<file path="config.mk">
export PLATFORM = sky130hd
export DESIGN_NAME = madd_pipe
export DESIGN_NICKNAME = d
export VERILOG_FILES = /design/src/rtl/madd_pkg.sv /design/src/rtl/madd_seg_in.sv /design/src/rtl/madd_seg_mul.sv /design/src/rtl/madd_seg_add.sv /design/src/rtl/madd_pipe.sv
export SDC_FILE = /design/constraint.sdc
export NUM_CORES = 1
export LEC_CHECK = 0
export ABC_AREA = 1
export ABC_CLOCK_PERIOD_IN_PS = 5700
export BUFFER_PORTS_ARGS = -buffer_cell sky130_fd_sc_hd__clkbuf_2
export CAP_MARGIN = 10
export CORE_MARGIN = 2
export CORE_UTILIZATION = 45
export DETAILED_ROUTE_END_ITERATION = 12
export MAX_ROUTING_LAYER = met4
export PLACE_DENSITY = 0.68
export SYNTH_ARGS = -nofsm -noshare
export SYNTH_HDL_FRONTEND = slang
export SYNTH_SLANG_ARGS = --single-unit
</file>
<file path="constraint.sdc">
create_clock -name clk -period 5.7 [get_ports clk]
set_input_delay 1.71 -clock clk [delete_from_list [all_inputs] [get_ports clk]]
set_output_delay 1.71 -clock clk [all_outputs]
set_load 0.005 [all_outputs]
</file>
<file path="src/rtl/madd_pkg.sv">
package madd_pkg;

   // Product width for a W-bit by W-bit unsigned multiply
   function automatic int prod_width(input int w);
      return 2 * w;
   endfunction

   // Sum width: one carry bit above the product
   function automatic int sum_width(input int w);
      return 2 * w + 1;
   endfunction

   // Multiplier variant selectors
   localparam int MUL_OPERATOR  = 0;
   localparam int MUL_SHIFT_ADD = 1;

endpackage

</file>
<file path="src/rtl/madd_seg_in.sv">
module madd_seg_in #(
   parameter int W = 8
) (
   input  logic         clk,
   input  logic         rst,
   input  logic         vld_i,
   input  logic [W-1:0] a_i,
   input  logic [W-1:0] b_i,
   output logic         vld_o,
   output logic [W-1:0] a_o,
   output logic [W-1:0] b_o
);

   always_ff @(posedge clk) begin
      if (rst) vld_o <= 1'b0;
      else     vld_o <= vld_i;
   end

   // Factor registers load only for a real set; bubbles leave them alone
   always_ff @(posedge clk) begin
      if (vld_i) begin
         a_o <= a_i;
         b_o <= b_i;
      end
   end


   seg_in_vld_follow_chk: assert property (@(posedge clk) disable iff (rst)
      !$past(rst) |-> (vld_o == $past(vld_i)));

endmodule

</file>
<file path="src/rtl/madd_seg_mul.sv">
module madd_seg_mul
   import madd_pkg::*;
#(
   parameter int W         = 8,
   parameter int MUL_STYLE = MUL_OPERATOR
) (
   input  logic                     clk,
   input  logic                     rst,
   input  logic                     vld_i,
   input  logic [W-1:0]             a_i,
   input  logic [W-1:0]             b_i,
   input  logic [prod_width(W)-1:0] c_i,
   output logic                     vld_o,
   output logic [prod_width(W)-1:0] p_o,
   output logic [prod_width(W)-1:0] c_o
);

   localparam int PW = prod_width(W);

   logic [PW-1:0] prod;

   generate
      if (MUL_STYLE == MUL_SHIFT_ADD) begin : g_shift_add
         logic [PW-1:0] part [W+1];
         logic [PW-1:0] a_ext;
         assign a_ext   = {{W{1'b0}}, a_i};
         assign part[0] = '0;
         for (genvar i = 0; i < W; i++) begin : g_row
            assign part[i+1] = part[i] + (b_i[i] ? (a_ext << i) : '0);
         end
         assign prod = part[W];
      end else begin : g_operator
         assign prod = PW'(a_i) * PW'(b_i);
      end
   endgenerate

   always_ff @(posedge clk) begin
      if (rst) vld_o <= 1'b0;
      else     vld_o <= vld_i;
   end

   // Addend sampled only alongside a valid product
   always_ff @(posedge clk) begin
      if (vld_i) begin
         p_o <= prod;
         c_o <= c_i;
      end
   end


   seg_mul_product_chk: assert property (@(posedge clk) disable iff (rst)
      vld_o |-> (p_o == PW'($past(a_i)) * PW'($past(b_i))));


   seg_mul_vld_follow_chk: assert property (@(posedge clk) disable iff (rst)
      !$past(rst) |-> (vld_o == $past(vld_i)));

endmodule

</file>
<file path="src/rtl/madd_seg_add.sv">
module madd_seg_add
   import madd_pkg::*;
#(
   parameter int W = 8
) (
   input  logic                     clk,
   input  logic                     rst,
   input  logic                     vld_i,
   input  logic [prod_width(W)-1:0] p_i,
   input  logic [prod_width(W)-1:0] c_i,
   output logic                     vld_o,
   output logic [sum_width(W)-1:0]  s_o
);

   localparam int SW = sum_width(W);

   logic [SW-1:0] sum;
   assign sum = SW'(p_i) + SW'(c_i);

   always_ff @(posedge clk) begin
      if (rst) vld_o <= 1'b0;
      else     vld_o <= vld_i;
   end

   always_ff @(posedge clk) begin
      if (vld_i) s_o <= sum;
   end


   seg_add_vld_follow_chk: assert property (@(posedge clk) disable iff (rst)
      !$past(rst) |-> (vld_o == $past(vld_i)));

endmodule

</file>
<file path="src/rtl/madd_pipe.sv">
module madd_pipe
   import madd_pkg::*;
#(
   parameter int W         = 8,
   parameter int MUL_STYLE = MUL_OPERATOR
) (
   input  logic                     clk,
   input  logic                     rst,
   input  logic                     in_vld,
   input  logic [W-1:0]             in_a,
   input  logic [W-1:0]             in_b,
   input  logic [2*W-1:0]           in_c,
   output logic                     out_vld,
   output logic [2*W:0]             out_res
);

   localparam int PW = prod_width(W);
   localparam int SW = sum_width(W);

   typedef logic [SW-1:0] sum_t;

   generate
      if (W < 2 || W > 32) begin : g_bad_width
         $error("madd_pipe: W must lie in 2..32");
      end
      if (MUL_STYLE != MUL_OPERATOR && MUL_STYLE != MUL_SHIFT_ADD) begin : g_bad_style
         $error("madd_pipe: unknown MUL_STYLE");
      end
   endgenerate

   logic          s1_vld;
   logic [W-1:0]  s1_a;
   logic [W-1:0]  s1_b;
   logic          s2_vld;
   logic [PW-1:0] s2_p;
   logic [PW-1:0] s2_c;

   madd_seg_in #(.W(W)) u_seg_in (
      .clk   (clk),
      .rst   (rst),
      .vld_i (in_vld),
      .a_i   (in_a),
      .b_i   (in_b),
      .vld_o (s1_vld),
      .a_o   (s1_a),
      .b_o   (s1_b)
   );

   madd_seg_mul #(.W(W), .MUL_STYLE(MUL_STYLE)) u_seg_mul (
      .clk   (clk),
      .rst   (rst),
      .vld_i (s1_vld),
      .a_i   (s1_a),
      .b_i   (s1_b),
      .c_i   (in_c),
      .vld_o (s2_vld),
      .p_o   (s2_p),
      .c_o   (s2_c)
   );

   madd_seg_add #(.W(W)) u_seg_add (
      .clk   (clk),
      .rst   (rst),
      .vld_i (s2_vld),
      .p_i   (s2_p),
      .c_i   (s2_c),
      .vld_o (out_vld),
      .s_o   (out_res)
   );


   rst_clears_out_chk: assert property (@(posedge clk) disable iff (rst)
      $past(rst) |-> !out_vld);


   latency_three_chk: assert property (@(posedge clk) disable iff (rst)
      out_vld |-> $past(in_vld, 3));


   result_value_chk: assert property (@(posedge clk) disable iff (rst)
      out_vld |-> (out_res == sum_t'(sum_t'($past(in_a, 3)) * sum_t'($past(in_b, 3)))
                              + sum_t'($past(in_c, 2))));

endmodule

</file>
Word level (Yosys, flattened, before mapping):

Cells that the tools add are included.

* flip-flop bits (word level): 68
* bits of input ports: 35
* output and inout port bits: 18
* word-level logic and storage cells: 10

* add/sub/neg operators: 1
* $mul: 1

Operators by type and width (count)
* adder 16 x 16 -> 17 bit: 1
* multiplier 8 x 8 -> 16 bit: 1

Logic depth before layout (Yosys ltp):

Gate-level depths: netlist of run 1.

* depth in word-level cells: 1
* gate-level depth with buffers: 20
* depth with buffers taken out: 19

Modules after synthesis:

From an unflattened synthesis of run 1, not the netlist that was laid out.

* cells, all modules: 633
* area total of the unflattened synthesis: 5416.4 µm²

By module, submodules not included
* madd_seg_mul: times used 1, cells each 410, area an instance 3394.5 µm², sequential area each 980.9 µm²
* madd_seg_add: times used 1, cells each 204, area an instance 1511.4 µm², sequential area each 530.5 µm²
* madd_seg_in: times used 1, cells each 19, area an instance 510.5 µm², sequential area each 500.5 µm²

Worst setup path before layout of run 1:

No wires, ideal clock.

* path type: register -> register
* from: reg u_seg_in.a_o[0]
* to: reg u_seg_mul.p_o[14], data pin
* arrival: 3.645 ns
* required time: 5.447 ns
* path slack: 1.803 ns
* cell stages (with the launch flop): 19
* buffers on the path: 1
* cell sequence: edfxtp_1 > clkbuf_1 > nand2_1 > fa_1 > fa_1 > inv_1 > fa_1 > inv_1 > fa_1 > inv_1 > ha_1 > nand2_1 > nand2_1 > nand2_1 > nand2_1 > nand2_1 > nand3_1 > nand2_1 > nand2_1

* longest elaborated chain between the ends: 1

Ends and longest elaborated chain
* start: declaration: line madd_seg_in.sv:10 `output logic [W-1:0] a_o,`
* start signal: assignment: line madd_seg_in.sv:22 `a_o <= a_i;`
* multiplier 8 x 8 -> 16 bit: line madd_seg_mul.sv:33 `assign prod = PW'(a_i) * PW'(b_i);`
* via u_seg_mul.prod[14]: line madd_seg_mul.sv:20 `logic [PW-1:0] prod;`
* end signal: assignment: line madd_seg_mul.sv:45 `p_o <= prod;`
* end: declaration: line madd_seg_mul.sv:14 `output logic [prod_width(W)-1:0] p_o,`

The timed path passes the listed nets, and every way through them passes these cells.
A chain may end at the register's enable or synchronous reset.

Worst setup path in the final report of run 1:

Ends and elaborated chain as after synthesis.

==> impl_metrics.ini, run 1 <==
[cts]
cts_setup_buffers = 0
cts_resized = 0
cts.clk_slew.worst_paths_ns = 0.06
ctsHoldBuffers = 0
cts_max_level = 3
numCtsBuffers = 9
clock_tree.root_cell = clkbuf_16
clk_latency_ns = 0.34
clock_sinks = 68
cts_tree = yes
cts_buffer_depth = 2

[floorplan]
placementRows = 40
io_pins = 53
die_h_um = 113.6
die_area_um2 = 12910
initial_core_util_pct = 45.59
die_w_um = 113.6
core_region_area_um2 = 11860

[routing]
vias = 3850
dr.pass1.iters = 4
ant_nets = 0
viasPerCell = 4.695
routed_wl_um = 9910
drt_iter0_drc = 183
route.detailed.wl_per_inst_um = 12.09
drc = 0

[finish]
area_growth_pct = 12.24
design_area_um2 = 6070
nets = 792
drive_gt1_share_pct = 14.86
n_antenna_cell = 0

[pwr]
power_density_nw_per_um2 = 422.1
peakVddDrop_mv = 0.2015
p_leak_nw = 3.352
p_total_mw = 2.562

[hold_path]
min_path_type = flop to flop

[yosys]
syn_inst = 620
synthTopCellsByCount = nand2_1 (173), inv_1 (152), edfxtp_1 (65)
synth-main-ff-cell = edfxtp_1
synth_most_common_cell = nand2_1
ys_ff_latch = 68
async_flop_share_pct = 0
syn_avg_cell_area_um2 = 8.722
synth_area_leader_cell = edfxtp_1
ys_warn_count = 0
synth_area_leaders = edfxtp_1 (36%), fa_1 (14%), ha_1 (12%)
netlist_area_um2 = 5408
synth_top_area_share_pct = 36.09
synth_cell_types = 29
synth_edf_count = 65
ys_seq_area_share_pct = 37.20
synth_nets = 744

[critical_path]
cp_slowest_stage_delay_ns = 0.56
critPathKind = flop to flop
slowest_stage = fa_1
path_cells = nand2_1, fa_1, fa_1, inv_1, fa_1, inv_1, fa_1, inv_1, ha_1, nand2_1, nor2_1, nand3_1, nand4_1, nand2_1
worst_setup_path_end_kind = flop
critPathMaxFanout = 8
crit_family = adder cells
worst-path-buf-inv = 3
critPathMostFrequentCell = fa_1
crit_arrival_ns = 4.22
crit_path_start_kind = flop
cp.required_ns = 5.80

[timing]
tightestPinTransition_ns = 0.7837
finalMaxSlewViolations = 0
hold_viol = 0
final.setup.tns_ns = 0
clock.fmax_mhz = 242.5
period_share_pct = 72.36
relSlewSlack_pct = 47.68
setup-violations-final = 0
finalClockSkew_ns = 0.006504
rsz0062_at_grt = no
min_period_ns = 4.124

[global_routing]
grt_first_pass_wirelength_um = 17460
overflow = 0
antenna_found_initial = 0
grt_max_degree = 34
grt_pass1_vias = 4090
grt_usage_pct = 17.97

[place]
portBuffers = 52
dp_hpwl_um = 8247
finalWeightedCongestion = 0.8959
dpl_cell_area_um2 = 5799

[status]
status = complete, no violations

[job]
max-cap-violations = 0
## worst paths after layout
kind                    startpoint                end  slack, ns  cells past startpoint
setup / recovery   u_seg_in.a_o[0]  u_seg_mul.p_o[14]       1.58                     14
hold / removal    u_seg_mul.c_o[0]   u_seg_add.s_o[0]       0.55                      1
setup reg to reg   u_seg_in.a_o[0]  u_seg_mul.p_o[14]       1.58                     14
hold reg to reg   u_seg_mul.c_o[0]   u_seg_add.s_o[0]       0.55                      1
## per-layer routing
| metal | track usage, % | share of wire [%] |
|---|---|---|
| met3 | 4.251 | 4.7 |
| met1 | 19.14 | 42 |
| met4 | 8.537 | 3.5 |
| met5 | - | 0 |
| met2 | 31.58 | 50 |
## sequential cells by signal, summed over array words and instances, names as in the netlist
signal           flops
u_seg_mul.vld_o      1
u_seg_add.s_o       17
u_seg_in.vld_o       1
u_seg_in.a_o         8
u_seg_in.b_o         8
u_seg_add.vld_o      1
u_seg_mul.p_o       16
u_seg_mul.c_o       16
## per-stage QoR
step	utilization, %	hold WS [ns]	setup slack (ns)	instances
final	51.17	0.5546	1.576	820
after global routing	51.17	0.5806	1.265	820
after CTS	51.17	0.5556	1.568	820
after detailed placement	48.89	0.5422	1.575	804
after global placement	48.89	0.5209	1.647	804
after floorplan	-	0.5128	1.803	620
## where the power goes
part           leakage [nW]  switching, mW  internal, mW  total (mW)
registers             0.635         0.0454         0.690       0.736
clock network         0.126          0.206         0.293       0.499
logic                  2.59          0.815         0.512        1.33
total                  3.35           1.07          1.50        2.56
## area by class of cell
cell class | count | area (um^2)
fill | 1101 | 5792
multi-input combinational | 375 | 2731
sequential | 68 | 2012
inverter | 161 | 604.3
timing repair buffer | 53 | 267.8
clock buffer | 10 | 229.0
tap | 147 | 183.9
clock inverter | 6 | 41.29
## placed cells by master, fill, tap and decap left out, types with 2 or more instances in the layout
| cell type | synthesis | layout |
|---|---|---|
| inv_2 | 8 | 8 |
| nor2_1 | 26 | 26 |
| edfxtp_1 | 65 | 65 |
| clkbuf_16 | 0 | 9 |
| ha_1 | 52 | 52 |
| a21oi_1 | 12 | 12 |
| nor3_2 | 3 | 3 |
| fa_1 | 37 | 37 |
| xor2_1 | 9 | 9 |
| inv_1 | 152 | 152 |
| a21oi_2 | 3 | 3 |
| clkbuf_2 | 0 | 52 |
| nand3_1 | 23 | 23 |
| nand3_2 | 2 | 2 |
| clkinv_4 | 0 | 2 |
| dfxtp_1 | 3 | 3 |
| xnor2_1 | 6 | 6 |
| clkinvlp_4 | 0 | 2 |
| nand2_2 | 12 | 12 |
| clkinv_1 | 1 | 2 |
| nor2_2 | 2 | 2 |
| nand4_1 | 6 | 6 |
| nand2_1 | 173 | 173 |
## worst reg2reg max path: stages (launching register included)
cell	delay [ns]
edfxtp_1	0.53
nand2_1	0.14
fa_1	0.51
fa_1	0.56
inv_1	0.06
fa_1	0.53
inv_1	0.05
fa_1	0.53
inv_1	0.04
ha_1	0.34
nand2_1	0.12
nor2_1	0.18
nand3_1	0.13
nand4_1	0.11
nand2_1	0.05
## logic make-up after synthesis
| group | count (synthesis) | synth area share, % |
|---|---|---|
| buffers and inverters | 177 | 12.29 |
| AND/OR/NAND/NOR | 250 | 19.85 |
| XOR/XNOR | 15 | 2.430 |
| AO/OA/AOI/OAI | 21 | 2.499 |
| adder cells (fa/ha/maj) | 89 | 25.73 |
| flip-flops | 68 | 37.21 |
(Power assumes the default switching activity.)
==> run 2: changes to the inputs <==
Settings changed: ABC_AREA 1 to 0, ABC_CLOCK_PERIOD_IN_PS 5700 to 3500, PLACE_DENSITY 0.68 to 0.71.
Clock period 5.7 ns to 3.5 ns, I/O delays scaled along.
==> run 2 against run 1 <==
  * The run now ends with negative setup slack left
  * Sequential cell count unchanged
  * Die area fell by 9.1%
  * Total power grew 82%
  * First-iteration DRC count down 54%
  * Clock power grew 65%
  * Synthesized cell count fell by 34%
  * Hold slack worse by 0.075 ns
  * Critical endpoint is now u_seg_mul.p_o[10]
==> impl_metrics.ini, run 2 <==
[status]
status = finished, violations left
violations = negative setup slack

[pwr]
p_leak_nw = 2.726
p_int_mw = 3.006
p_sw_mw = 1.654
netSwitchingFraction_pct = 35.49
power_density_nw_per_um2 = 760.2
pwr-share-clk_pct = 17.7
combPwrFrac_pct = 56.8
peakVddDrop_mv = 0.3578
power_frac_seq_pct = 25.5

[critical_path]
slowest_stage = fa_1
rr_startpoint = u_seg_in.a_o[1]
rr_endpoint = u_seg_mul.p_o[10]
critPathMaxFanout = 6
cp_slowest_stage_delay_ns = 0.52
path_cells = nand2_1, fa_1, fa_1, inv_1, fa_1, inv_2, fa_1, inv_2, ha_4, nand3_4, o221ai_2, a21o_1, a21oi_2, buf_4, xnor2_2
worst_setup_path_end_kind = flop
crit_path_start_kind = flop
r2r_cells = 15
cp.required_ns = 3.61
critPathMostFrequentCell = fa_1
cp-startpoint = u_seg_in.a_o[1]
r2r_setup_slack_ns = -0.54
crit_arrival_ns = 4.15
critPathKind = flop to flop
worstSetupEndpoint = u_seg_mul.p_o[10]

[floorplan]
initial_core_util_pct = 45.56
io_pins = 53
placementRows = 38
die_h_um = 108.3
die_w_um = 108.3
die_area_um2 = 11730
core_region_area_um2 = 10750

[global_routing]
grt_max_degree = 33
overflow = 0
grt_pass1_vias = 3382
grt_first_pass_wirelength_um = 15140
antenna_found_initial = 0
grt_usage_pct = 17.34

[routing]
routed_wl_um = 8768
viasPerCell = 4.878
ant_nets = 0
drc = 0
dr.pass1.iters = 6
drt_iter0_drc = 85
vias = 3229
route.detailed.wl_per_inst_um = 13.24

[place]
dp_hpwl_um = 6961
portBuffers = 52
dpl_cell_area_um2 = 5705
dp_slack_ns = -0.5896
finalWeightedCongestion = 0.9206

[cts]
clock_sinks = 68
numCtsBuffers = 9
clock_tree.root_cell = clkbuf_8
cts_tree = yes
ctsHoldBuffers = 0
cts_buffer_depth = 2
cts.clk_slew.worst_paths_ns = 0.07
clk_latency_ns = 0.36
cts_max_level = 3

[finish]
final_cell_mix = edfxtp_1 (65), clkbuf_2 (52), inv_1 (50), ha_1 (44), buf_4 (43)
drive_gt1_share_pct = 35.06
top_regs = u_seg_add.s_o x17, u_seg_mul.c_o x16, u_seg_mul.p_o x16
design_area_um2 = 6130
n_antenna_cell = 0
area_growth_pct = 25.20
final_core_util_pct = 57.04
multi_input_area_um2 = 2877
final_common_cell = edfxtp_1
regMostFlops = u_seg_add.s_o
largest_reg_flops = 17
nets = 641
regArea_um2 = 2012
nFillCells = 929

[hold_path]
min_path_type = flop to flop

[yosys]
synth_area_leaders = edfxtp_1 (40%), fa_1 (15%), ha_1 (13%)
synth_most_common_cell = edfxtp_1
synth_edf_count = 65
synth_area_leader_cell = edfxtp_1
ys_seq_area_share_pct = 41.09
syn_avg_cell_area_um2 = 11.94
ys_ff_latch = 68
ys_warn_count = 0
synthTopCellsByCount = edfxtp_1 (65), inv_1 (57), and2_1 (52), ha_1 (52), fa_1 (37)
async_flop_share_pct = 0
syn_inst = 410
synth_top_area_share_pct = 39.87
synth_cell_types = 41
synth-main-ff-cell = edfxtp_1
netlist_area_um2 = 4896
synth_nets = 534

[timing]
min_period_ns = 4.042
finalClockSkew_ns = 0.01287
hold_viol = 0
timing.hold.ws_ns = 0.4795
clock.fmax_mhz = 247.4
relSlewSlack_pct = 48.20
period_share_pct = 115.5
setup-violations-final = 10
finalMaxSlewViolations = 0
worst_slack_ns = -0.5422
tightestPinTransition_ns = 0.7759
rsz0062_at_grt = yes

[job]
max-cap-violations = 0
-- run 2: cells by family after synthesis --
| logic type | count (synthesis) | share of synthesized area [%] |
|---|---|---|
| xor gates and xnor gates | 22 | 3.936 |
| DFF | 68 | 41.09 |
| AOI/OAI and AO/OA | 66 | 9.686 |
| adders and majority gates | 89 | 28.42 |
| buffers and inverters | 57 | 4.370 |
| and+or+nand+nor | 108 | 12.50 |
-- run 2: area by class of cell --
type	instances	share of cell area, %
Multi-Input combinational cell	285	46.93
Tap cell	140	2.858
Inverter	57	3.531
Clock inverter	5	2.021
Clock buffer	11	2.143
Timing Repair Buffer	96	9.696
Sequential cell	68	32.82
-- run 2: worst min-delay path by stage --
stage          cells after the start              from          endpoint  slack [ns]
6_report                           1    u_seg_in.vld_o   u_seg_mul.vld_o        0.48
5_1_grt                            1    u_seg_in.vld_o   u_seg_mul.vld_o        0.50
4_1_cts                            1    u_seg_in.vld_o   u_seg_mul.vld_o        0.48
3_5_place_dp                       1    u_seg_in.vld_o   u_seg_mul.vld_o        0.47
3_3_place_gp                       1    u_seg_in.vld_o   u_seg_mul.vld_o        0.45
2_1_floorplan                      1  u_seg_mul.c_o[0]  u_seg_add.s_o[0]        0.51
-- run 2: routing by layer --
layer / vias to the layer above / global-route usage [%] / part of all wire (%)
met5: - / - / 0
met2: 64 / 30.64 / 52
li1: 1612 / - / -
met4: 0 / 6.593 / 1.3
met1: 1545 / 18.78 / 43
met3: 8 / 4.340 / 4.0
-- run 2: timing repair --
item                       in CTS  in global routing
resized for setup               7                 22
setup endpoints to repair      10                 10
pin swaps                      11                 24
gates cloned                    0                  0
setup buffers                   5                  5
-- run 2: per-stage QoR --
stage | std cells | power (mW) | setup TNS (ns)
floorplan | 410 | 2.995 | -1.797
global placement | 638 | 3.561 | -3.819
detailed placement | 638 | 3.636 | -4.279
CTS | 658 | 4.548 | -4.005
global route | 662 | 5.067 | -5.348
finish | 662 | 4.660 | -3.775
-- run 2: worst max-delay path, delay by kind of cell, from the launching register on --
family	cells	cell delay, ns
buffers and inverters	4	0.28
xor gates and xnor gates	1	0.11
AOI/OAI and AO/OA	3	0.40
adders and majority gates	5	2.32
DFF	1	0.50
and+or+nand+nor	2	0.19
-- run 2: power groups by stage --
stage / registers, mW / clock network [mW] / logic, mW
floorplan: 1.20 / 0 / 1.80
global placement: 1.20 / 0 / 2.36
detailed placement: 1.21 / 0 / 2.43
CTS: 1.19 / 0.851 / 2.50
global route: 1.20 / 0.879 / 2.99
finish: 1.19 / 0.823 / 2.65
